**src/rtl/audio_ser_tx.sv**
```systemverilog
module audio_ser_tx #(
  parameter int W           = 20,
  parameter int HOLD_FRAMES = 12288
) (
  input  logic         clk,
  input  logic         rst_n,
  input  logic         pwr_on,
  input  logic         bck,
  input  logic         ws,
  input  logic         fmt_lj,
  input  logic [W-1:0] smp_l,
  input  logic [W-1:0] smp_r,
  input  logic         smp_vld,
  output logic         sdata
);
  localparam int CW = $clog2(HOLD_FRAMES + 1);

  logic         bck_q, ws_prev, dout_r, load_pend, mute;
  logic [W-1:0] stg_l, stg_r, hold_l, hold_r, sreg, word;
  logic [CW-1:0] hold_cnt;
  logic         fall, trans, start;

  assign fall  = bck_q & ~bck;
  assign trans = fall & (ws ^ ws_prev);
  assign start = trans & ~ws;
  assign sdata = pwr_on & ~mute & dout_r;

  always_comb begin
    if (fmt_lj) word = ws ? hold_r : (start ? stg_l : hold_l);
    else        word = ws_prev ? hold_r : hold_l;
  end

  always_ff @(posedge clk or negedge rst_n)
    if (!rst_n) bck_q <= 1'b0;
    else        bck_q <= bck;

  always_ff @(posedge clk or negedge rst_n) begin
    if (!rst_n) begin
      ws_prev <= 1'b1; dout_r <= 1'b0; load_pend <= 1'b0; mute <= 1'b1;
      stg_l <= '0; stg_r <= '0; hold_l <= '0; hold_r <= '0; sreg <= '0;
      hold_cnt <= '0;
    end else if (!pwr_on) begin
      ws_prev <= 1'b1; dout_r <= 1'b0; load_pend <= 1'b0; mute <= 1'b1;
      stg_l <= '0; stg_r <= '0; hold_l <= '0; hold_r <= '0; sreg <= '0;
      hold_cnt <= '0;
    end else begin
      if (smp_vld) begin
        stg_l <= smp_l;
        stg_r <= smp_r;
      end
      if (fall) begin
        ws_prev <= ws;
        if (start) begin
          hold_l <= stg_l;
          hold_r <= stg_r;
          if (hold_cnt < CW'(HOLD_FRAMES)) begin
            hold_cnt <= hold_cnt + 1'b1;
            mute     <= 1'b1;
          end else begin
            mute     <= 1'b0;
          end
        end
        if ((trans && fmt_lj) || (load_pend && !trans)) begin
          dout_r <= word[W-1];
          sreg   <= {word[W-2:0], 1'b0};
        end else begin
          dout_r <= sreg[W-1];
          sreg   <= {sreg[W-2:0], 1'b0};
        end
        load_pend <= trans & ~fmt_lj;
      end
    end
  end

  AST_QUIET_BETWEEN_FALLS: assert property (@(posedge clk) disable iff (!rst_n) (pwr_on && !fall) |=> (!pwr_on || $stable(dout_r)));
  AST_PDN_RESTARTS_HOLD: assert property (@(posedge clk) disable iff (!rst_n) !pwr_on |=> (mute && hold_cnt == '0 && !dout_r));
  AST_HOLD_ONLY_AT_START: assert property (@(posedge clk) disable iff (!rst_n) (pwr_on && !start) |=> (!pwr_on || ($stable(hold_l) && $stable(hold_r))));
  AST_UNMUTE_AT_START: assert property (@(posedge clk) disable iff (!rst_n) $fell(mute) |-> $past(start));
  AST_HOLD_CNT_RANGE: assert property (@(posedge clk) disable iff (!rst_n) 32'(hold_cnt) <= HOLD_FRAMES);
endmodule

```
**config.mk**
```make
export PLATFORM = sky130hd
export DESIGN_NAME = audio_ser_tx
export DESIGN_NICKNAME = d
export VERILOG_FILES = /design/src/rtl/audio_ser_tx.sv
export SDC_FILE = /design/constraint.sdc
export NUM_CORES = 1
export LEC_CHECK = 0
export CORE_ASPECT_RATIO = 1.1
export CORE_MARGIN = 5
export CORE_UTILIZATION = 58
export DETAILED_ROUTE_END_ITERATION = 8
export PLACE_DENSITY = 0.78
export REMOVE_ABC_BUFFERS = 1
export SLEW_MARGIN = 10
export SYNTH_ARGS = -nofsm -noshare
export SYNTH_HDL_FRONTEND = slang
export SYNTH_SLANG_ARGS = --single-unit
```
**constraint.sdc**
```tcl
create_clock -name clk -period 2 [get_ports clk]
set_input_delay 0.2 -clock clk [delete_from_list [all_inputs] [get_ports clk]]
set_output_delay 0.2 -clock clk [all_outputs]
set_load 0.03 [all_outputs]
```
# == After elaboration in Yosys (flattened, before gate mapping) ==
# Index checks and enable logic that the tools add are counted.
# word_totals
regBits,119
in_bits,47
output_inout_bits,1
wordCells,65
# op_classes
n_addsub,1
magnitude_cmp,1
n_eq_ne,4
muxes,31
n_bitwise,11
n_reduce_logical,6
# op_table
op,count
$mux 20,16
$mux 14,4
$add 14x1->14 const B,1
$lt 14x14->1 const B,1
$mux 1,11
$ne 2x1->1 const B,4
$and 1x1->1,6
$not 1->1,4
$reduce_and 3->1,1
$logic_and 1x1->1,2
$reduce_and 2->1,1
$logic_not 1->1,1
$logic_or 1x1->1,1
$xor 1x1->1,1

# == Logic depth before layout (Yosys ltp) ==
# Gate-level depths: netlist of run 1.
# logic_depth
depth_word,10
depth_mapped,7
ltp_nobuf,5

# == Worst setup path before layout of run 1 ==
# OpenSTA, ideal clock, no wires.
# synth_path
path_type,register to register
start,reg ws_prev
end,reg sreg[5]
setup_ns,0.154
arrival_ns,1.656
required_ns,1.846
path_slack_ns,0.190
stages_incl_launch_ff,8
path_buffers,3
synth_period_minus_slack_ns,1.810
path_cell_list,dfstp_2 buf_2 and4bb_1 buf_6 buf_4 mux2i_1 a211o_1 o221ai_1
# synth_via
elab_chain_cells,9
word_cells_on_any_way,14
cone_classes,mux: 7; bitwise: 3; reduce/logical: 4
# synth_lines
item,line_no,text
start: declaration,18,"logic bck_q, ws_prev, dout_r, load_pend, mute;"
start signal: assignment,52,ws_prev <= ws;
$xor 1x1->1,24,assign trans = fall & (ws ^ ws_prev);
$and 1x1->1,24,
$and 1x1->1,25,assign start = trans & ~ws;
$mux 20,--,
$mux 20 (2 in series),29,if (fmt_lj) word = ws ? hold_r : (start ? stg_l : hold_l);
$mux 20 *,63,if ((trans && fmt_lj) || (load_pend && !trans)) begin
$mux 20 *,51,if (fall) begin
$mux 20 *,42,end else if (!pwr_on) begin
end signal: assignment,65,"sreg <= {word[W-2:0], 1'b0};"
end signal: assignment,68,"sreg <= {sreg[W-2:0], 1'b0};"
end: declaration,19,"logic [W-1:0] stg_l, stg_r, hold_l, hold_r, sreg, word;"
# Mark *: on every way between the ends. The rest lies on a longest branch, timed or not. The select of a mux whose other input is x is not followed.
# A chain may end at the register's enable or synchronous reset.

# == Final worst setup path of run 1 ==
# layout_path
start,reg ws_prev
end,reg sreg[6]
# The elaborated chain is that of the path after synthesis.

==> results of run 1 <==
[cells in the mapped netlist (all sizes together), types with 2 or more instances]
cell,count,area [um2]
dfrtp,116,2903
nand2,72,270.3
nor2,66,247.7
mux2i,60,600.6
a21oi,32,160.2
clkbuf,27,101.4
mux2,21,236.5
o22ai,20,125.1
a211o,19,166.4
o221ai,19,166.4
buf,13,71.31
nand3,7,40.04
o21ai,7,35.03
or3,6,37.54
inv,4,15.01
nand4,4,31.28
or4,3,22.52
dfstp,2,52.55
nand4b,2,17.52
nor2b,2,12.51
o31ai,2,15.01
xnor2,2,17.52
xor2,2,17.52
[power by group through the flow]
stage	combinational [mW]	clock, mW	sequential (mW)
3_5_place_dp	0.495	0	2.54
6_report	0.500	2.81	2.50
3_3_place_gp	0.482	0	2.54
4_1_cts	0.503	2.84	2.50
5_1_grt	0.545	2.97	2.51
2_1_floorplan	0.204	0	2.54
[worst max-delay path, cell delays in order, from the launching register on]
cell      delay [ns]
dfstp_2         0.56
and4bb_2        0.26
buf_4           0.16
buf_12          0.16
mux2i_1         0.28
a211o_1         0.17
o221ai_1        0.11
[logic make-up (layout without fill, tap and decap cells)]
group / after synthesis / count (layout) / synth area share [%]
AO/OA/AOI/OAI: 101 / 101 / 12.53
XOR/XNOR: 4 / 4 / 0.6416
adder cells (fa/ha/maj): 1 / 1 / 0.2291
buffers and inverters: 44 / 113 / 3.436
flip-flops: 118 / 118 / 54.11
multiplexers: 81 / 81 / 15.33
AND/OR/NAND/NOR: 171 / 171 / 13.72
[per-layer routing]
metal | track usage, % | share of wire (%) | up-vias
met3 | 7.331 | 4.7 | 20
met5 | 0 | 0 | -
met1 | 29.93 | 44 | 2070
met4 | 8.836 | 1.3 | 0
met2 | 37.12 | 50 | 114
li1 | - | - | 1957
[timing repair]
action                                  CTS  global route
hold buffers                              1             0
gates resized for setup                   0             1
endpoints found under the setup margin    0             1
hold endpoints to repair                116             0
buffers inserted                          0             0
[how the worst min path moves through the flow]
stage / start / to / slack (ns) / cells after the start
after global placement: rst_n / hold_cnt[6] / 0.22 / 2
after global routing: rst_n / hold_cnt[4] / 0.23 / 3
after detailed placement: rst_n / hold_cnt[6] / 0.22 / 2
final: rst_n / hold_cnt[6] / 0.22 / 3
after CTS: rst_n / hold_cnt[6] / 0.23 / 3
after floorplan: rst_n / bck_q / -0.1 / 0
[state kept, by name (all words and copies together), names as in the netlist]
name and count:
mute 1, bck_q 1, hold_l 20, hold_r 20, stg_l 20, stg_r 20
ws_prev 1, dout_r 1, load_pend 1, sreg 19, hold_cnt 14
[per-stage QoR]
stage | area (um2) | utilization, % | setup TNS (ns) | worst slack [ns]
final | 6741 | 72.45 | 0 | 0.1619
after global routing | 6741 | 72.45 | 0 | 0.03830
after CTS | 6734 | 72.37 | 0 | 0.1703
after detailed placement | 6176 | 66.37 | -0.5567 | -0.07019
after global placement | 6176 | 66.37 | -0.2558 | -0.03406
after floorplan | 5289 | - | -53.15 | -1.136
[cell type report]
type	count	area, um2	area share [%]
flip-flops and latches	118	2955	43.84
multi-input cells	358	2326	34.50
repair buffers	77	750.7	11.14
clock buffers	22	442.9	6.570
well taps	117	146.4	2.171
clock inverters	10	105.1	1.559
inverters	4	15.01	0.2227
==> impl_metrics.toml, run 1 <==
[pwr]
ir_worst_vdd_mv = 0.6115
p_sw_share_pct = 22.95
p_leak_nw = 3.005
p_total_mw = 5.810
powerDensity_mw_per_mm2 = 861.9
p_clk_share_pct = 48.3
pwr-share-comb_pct = 8.6
intPower_mw = 4.477
p_switching_mw = 1.334
seqPwrFrac_pct = 43.1

[cells_and_area]
final_cell_mix = "dfrtp_1, nand2_1, nor2_1, mux2i_1, clkdlybuf4s50_1"
final_cells = 706
num_antenna_cells = 0
syn2layout_area_growth_pct = 23.44
drive_above_1_share_pct = 14.77
fillerInstances = 664
final_common_cell = "dfrtp_1"
nets = 624

[detailed_routing]
antenna_left = 0
routed_via_density = 5.894
drc = 0
num_vias = 4161
drt_first_pass_iters = 4
routed_wirelength_um = 12440
drt_iter0_markers = 213
wire_per_inst_um = 17.62

[global_routing]
grt_pass1_wl_um = 21000
grt_max_degree = 68
grt_pass1_vias = 4398
grt.overflow.total = 0
grt_util_all_layers_pct = 23.42
antenna_found_initial = 0

[critical_path]
crit_required_ns = 2.38
startpoint_type = "flip-flop"
timing.rr.end = "sreg[6]"
rr_worst_depth = 6
worstSetupEndpointType = "flip-flop"
crit_end = "sreg[6]"
worstSetupPathType = "flip-flop to flip-flop"
cp.arrival_ns = 2.22
startpoint = "ws_prev"
regToRegSetupSlack_ns = 0.16
critPathMaxFanout = 15
r2r_start = "ws_prev"

[sta]
timing.fmax_mhz = 544.0
fin_crit_ns = 1.838
holdWs_ns = 0.2189
finalClockSkew_ns = 0.005639
rsz0062_at_grt = "false"
drv_slew = 0
worst_pin_slew_ns = 0.6605
slew_headroom_pct = 55.96
finalCritPeriodShare_pct = 91.90
hold_violations = 0
report.final.setup_viol = 0

[clock_tree]
numCtsBuffers = 17
tritoncts = "done"
clock_path_buffers = 2
clk_pin_slew_worst_paths_ns = 0.06
cts_root_buf = "clkbuf_8"
clkLatencyLatePin_ns = 0.52
htree_levels = 4
cts_sinks = 118

[yosys]
syn_area_per_cell_um2 = 10.50
syn_area_mm2 = 0.005461
yosysSeqAreaShare_pct = 54.11
synth_ff_type = "dfrtp_1"
syn_inst = 520
yosys_warnings = 0
ys_ff_latch = 118
ys_types = 42
postSynth.asyncResetShare_pct = 100.0
synth_edf_count = 0

[placement]
post-place-cells = 673
port_buffers = 47
gp_congestion = 0.8035
place_hpwl_um = 7632

[floorplan]
coreArea_mm2 = 0.009305
die_w_um = 102.5
die_y_um = 111.8
fp.dieArea_mm2 = 0.01146
ios = 48
initial_core_util_pct = 58.69
rows = 37

[outcome]
status = "completed"

[min_path]
hp-class = "input pin to async pin"

[run]
drv_cap = 0
(Power assumes the default switching activity.)
==> inputs of run 2 (changes only) <==
--- a/config.mk
+++ b/config.mk
@@ -9,6 +9,7 @@
 export CORE_MARGIN = 5
 export CORE_UTILIZATION = 58
 export DETAILED_ROUTE_END_ITERATION = 8
+export HOLD_SLACK_MARGIN = 0.15
 export PLACE_DENSITY = 0.78
 export REMOVE_ABC_BUFFERS = 1
 export SLEW_MARGIN = 10
==> constraint.sdc (replaced) <==
create_clock -name clk -period 2 [get_ports clk]
set_input_delay 0.4 -clock clk [delete_from_list [all_inputs] [get_ports clk]]
set_output_delay 0.4 -clock clk [all_outputs]
set_load 0.03 [all_outputs]
==> run 2 against run 1 <==
Clock power is 8.2% higher. Final cell count is 2.0% higher. Clock-buffer cell count is 1 higher. Setup slack worse by 0.032 ns. Largest power group unchanged.
==> impl_metrics.toml, run 2 (synthesized netlist as in run 1, its figures left out) <==
[sta]
drv_slew = 0
timing.fmax_mhz = 534.6
worst_pin_slew_ns = 0.9504
hold_violations = 0
finalClockSkew_ns = 0.005814
fin_crit_ns = 1.871
report.final.setup_viol = 0
slew_headroom_pct = 36.64
holdWs_ns = 0.4491
finalCritPeriodShare_pct = 93.53
rsz0062_at_grt = "false"

[critical_path]
critPathMaxStageDelay_ns = 0.56
worstSetupEndpointType = "flip-flop"
r2r_start = "ws_prev"
cp.arrival_ns = 2.30
crit_buf_inv = 1
rr_worst_depth = 5
worstSetupPathType = "flip-flop to flip-flop"
regToRegSetupSlack_ns = 0.13
path_cells = "and4bb_2, buf_12, nand4_2, or4_1, a21oi_1"
path_delay_family = "simple AND/OR/NAND/NOR gates"
crit_slowest_cell = "dfstp_2"
crit_required_ns = 2.43
timing.rr.end = "hold_cnt[12]"
critPathMaxFanout = 9
startpoint_type = "flip-flop"

[global_routing]
grt.overflow.total = 0
antenna_found_initial = 0
grt_util_all_layers_pct = 23.08
grt_pass1_vias = 4309
grt_pass1_wl_um = 20740
grt_max_degree = 119

[clock_tree]
htree_levels = 4
cts_sinks = 118
tritoncts = "done"
clk_pin_slew_worst_paths_ns = 0.06
clkLatencyLatePin_ns = 0.52
numCtsBuffers = 17
post_cts_buffers = 0
clock_path_buffers = 2
cts_root_buf = "clkbuf_8"

[detailed_routing]
num_vias = 4261
drt_first_pass_iters = 5
antenna_left = 0
routed_via_density = 5.918
drt_iter0_markers = 272
drc = 0
routed_wirelength_um = 12420
wire_per_inst_um = 17.26

[pwr]
p_leak_nw = 3.090
ir_worst_vdd_mv = 0.6825
powerDensity_mw_per_mm2 = 879.8

[cells_and_area]
fillerInstances = 636
multi_input_area_mm2 = 0.002318
syn2layout_area_growth_pct = 25.91
final_cell_mix = "dfrtp_1, nand2_1, nor2_1, mux2i_1, clkdlybuf4s50_1"
num_antenna_cells = 0
stdcell_area_mm2 = 0.006877
seq_area_mm2 = 0.002955
final_common_cell = "dfrtp_1"
nets = 638
drive_above_1_share_pct = 16.92

[floorplan]
ios = 48
die_w_um = 102.5
die_y_um = 111.8
fp.dieArea_mm2 = 0.01146
coreArea_mm2 = 0.009305
rows = 37
initial_core_util_pct = 58.69

[outcome]
status = "completed"

[min_path]
holdPathStages = 4
min_from = "smp_vld"
hold_end = "stg_r[16]"
hp-class = "input pin to flip-flop"

[placement]
place_area_mm2 = 0.006269
place_hpwl_um = 7397
gp_congestion = 0.8367
port_buffers = 47

[run]
drv_cap = 0
run 2: metrics by stage:
stage	std cells	setup slack, ns	utilization, %	total power [mW]	setup TNS (ns)
finish	720	0.1295	73.90	6.050	0
global route	720	0.02652	73.90	6.256	0
CTS	720	0.1432	73.90	6.090	0
detailed placement	687	-0.2822	67.37	3.044	-15.70
global placement	687	-0.2256	67.37	3.030	-13.31
floorplan	480	-1.136	-	2.739	-53.15
run 2: worst min-delay path: stages:
cell and delay (ns):
buf_2 0.11, buf_12 0.19, mux2i_1 0.17, nor2_1 0.05
run 2: worst max path at each step:
| stage | start | endpoint | slack [ns] | cells after the start |
|---|---|---|---|---|
| 2_1_floorplan | ws_prev | hold_cnt[10] | -1.14 | 4 |
| 3_3_place_gp | ws | dout_r | -0.23 | 6 |
| 3_5_place_dp | bck | hold_cnt[12] | -0.28 | 6 |
| 4_1_cts | ws_prev | hold_cnt[12] | 0.14 | 5 |
| 5_1_grt | ws_prev | hold_cnt[4] | 0.03 | 5 |
| 6_report | ws_prev | hold_cnt[12] | 0.13 | 5 |
run 2: final cells by class:
type,count,share of cell area (%)
Tap cell,117,2.129
Clock inverter,9,1.783
Clock buffer,23,6.932
Timing Repair Buffer,91,12.25
Sequential cell,118,42.98
Inverter,4,0.2183
Multi-Input combinational cell,358,33.72
run 2: per-layer routing:
layer,GRT usage [%],up-vias,share of wire [%]
li1,-,1997,-
met3,6.203,26,4.8
met2,36.26,120,50
met4,9.536,0,1.9
met1,30.07,2118,44
met5,0,-,0
run 2: power breakdown:
part	internal, mW	switching (mW)	total (mW)
logic	0.234	0.271	0.505
clock network	2.02	1.02	3.04
registers	2.46	0.0423	2.50
total	4.71	1.34	6.05
run 2: timing repair:
action,CTS,global route
hold buffers,1,0
endpoints found under the hold margin,116,0
resized for setup,1,0
setup endpoints to repair,1,0
==> inputs of run 3 (changes only) <==
--- a/config.mk
+++ b/config.mk
@@ -7,10 +7,10 @@
 export LEC_CHECK = 0
 export CORE_ASPECT_RATIO = 1.1
 export CORE_MARGIN = 5
-export CORE_UTILIZATION = 58
+export CORE_UTILIZATION = 35
 export DETAILED_ROUTE_END_ITERATION = 8
 export HOLD_SLACK_MARGIN = 0.15
-export PLACE_DENSITY = 0.78
+export PLACE_DENSITY = 0.51
 export REMOVE_ABC_BUFFERS = 1
 export SLEW_MARGIN = 10
 export SYNTH_ARGS = -nofsm -noshare
==> run 3 against run 2 <==
Sequential share of layout area decreased by 1.3 points. Register-to-register slack improved by 0.04 ns. First-iteration DRC count decreased by 20%. Clock skew increased by 0.0030 ns. Global-route usage decreased by 7.6 points. Worst hold slack improved by 0.043 ns. Via count decreased by 2.1%. Final cell count increased by 12%. Die area increased by 59%. Utilization decreased by 28 points. Power increased by 3.3%. Critical path depth increased by 1. Critical endpoint is now sreg[6]. Highest routed layer unchanged.
==> impl_metrics.toml, run 3 (synthesized netlist as in run 1, its figures left out) <==
[outcome]
status = "completed"

[detailed_routing]
antenna_left = 0
drc = 0
num_vias = 4170
routed_wirelength_um = 12930
routed_via_density = 5.155
drt_first_pass_iters = 5
wire_per_inst_um = 15.98
drt_iter0_markers = 217

[sta]
report.final.setup_viol = 0
timing.fmax_mhz = 544.1
holdWs_ns = 0.4925
drv_slew = 0
fin_ws_ns = 0.1620
finalClockSkew_ns = 0.008823
finalCritPeriodShare_pct = 91.90
worst_pin_slew_ns = 0.6979
slew_headroom_pct = 53.48
fin_crit_ns = 1.838
hold_violations = 0
rsz0062_at_grt = "false"

[global_routing]
grt_pass1_wl_um = 22400
grt.overflow.total = 0
grt_max_degree = 119
grt_util_all_layers_pct = 15.47
antenna_found_initial = 0
grt_pass1_vias = 4516

[cells_and_area]
final_cells = 809
drive_above_1_share_pct = 17.41
syn2layout_area_growth_pct = 29.90
stdcell_area_mm2 = 0.007094
nets = 644
final_cell_mix = "dfrtp_1, nand2_1, nor2_1, mux2i_1, buf_4"
final_common_cell = "dfrtp_1"
fin_util_pct = 45.78
num_antenna_cells = 0

[floorplan]
rows = 48
initial_core_util_pct = 35.25
fp.dieArea_mm2 = 0.01821
die_y_um = 141.0
ios = 48
coreArea_mm2 = 0.01549
die_w_um = 129.1

[critical_path]
startpoint_type = "input pin"
worstSetupPathType = "input pin to flip-flop"
crit_slowest_cell = "mux2_2"
path_delay_family = "buffers and inverters"
critPathMaxFanout = 20
crit_required_ns = 2.32
critPathMaxStageDelay_ns = 0.54
path_cells = "clkdlybuf4s50_1, buf_4, xnor2_1, mux2_2, a211o_1, o221ai_1"
crit_buf_inv = 2
cp.arrival_ns = 2.16
worstSetupEndpointType = "flip-flop"

[placement]
place_hpwl_um = 8433
dp_slack_ns = -0.3526
post-place-cells = 776
place_area_mm2 = 0.006455
gp_congestion = 0.8041
port_buffers = 47

[clock_tree]
cts_root_buf = "clkbuf_16"
cts_sinks = 118
clk_pin_slew_worst_paths_ns = 0.05
numCtsBuffers = 17
post_cts_buffers = 0
clkLatencyLatePin_ns = 0.41
clock_path_buffers = 2
htree_levels = 4
tritoncts = "done"

[pwr]
powerDensity_mw_per_mm2 = 881.0
ir_worst_vdd_mv = 0.5669
p_leak_nw = 3.142

[run]
drv_cap = 0

[min_path]
hp-class = "flip-flop to flip-flop"
run 3: cell type report:
| cell class | instances | area, um2 |
|---|---|---|
| Tap cell | 200 | 250.2 |
| Sequential cell | 118 | 2955 |
| Clock inverter | 8 | 145.1 |
| Fill cell | 1489 | 8401 |
| Multi-Input combinational cell | 358 | 2322 |
| Inverter | 4 | 15.01 |
| Timing Repair Buffer | 97 | 924.6 |
| Clock buffer | 24 | 481.7 |
run 3: timing repair:
action / CTS / global route
setup endpoints to repair: 1 / 4
endpoints found under the hold margin: 116 / 0
resized for setup: 1 / 1
hold buffers: 1 / 0
run 3: worst reg2reg max path: cells and delay by family, from the launching register on:
| kind | cells | cell delay [ns] |
|---|---|---|
| simple gates | 1 | 0.33 |
| mux | 1 | 0.28 |
| flops | 1 | 0.57 |
| buf+inv | 1 | 0.24 |
| compound gates | 2 | 0.27 |
run 3: stage by stage:
stage / total power, mW / setup TNS [ns]
6_report: 6.250 / 0
5_1_grt: 6.503 / 0
4_1_cts: 6.339 / 0
3_5_place_dp: 3.079 / -9.168
3_3_place_gp: 3.072 / -7.589
2_1_floorplan: 2.739 / -53.15
run 3: worst paths after layout:
path | startpoint | to | slack (ns) | depth (start not counted)
setup / recovery | ws | sreg[6] | 0.16 | 6
hold / removal | mute | mute | 0.49 | 2
setup reg to reg | ws_prev | sreg[10] | 0.17 | 5
hold reg to reg | mute | mute | 0.49 | 2
max in group asynchronous | rst_n | hold_cnt[1] | 0.84 | 3
min in group asynchronous | rst_n | hold_cnt[2] | 0.60 | 3
run 3: report_power, final:
part / total (mW) / switching [mW] / internal [mW]
Clock: 3.22 / 1.04 / 2.18
Combinational: 0.526 / 0.275 / 0.251
Sequential: 2.50 / 0.0421 / 2.46
run 3: per-layer routing:
layer / global-route usage, % / share of wire [%] / up-vias
met1: 20.28 / 47 / 2068
met5: 0 / 0 / -
met4: 6.523 / 1.4 / 0
met3: 3.562 / 2.9 / 17
met2: 24.56 / 49 / 75
li1: - / - / 2010
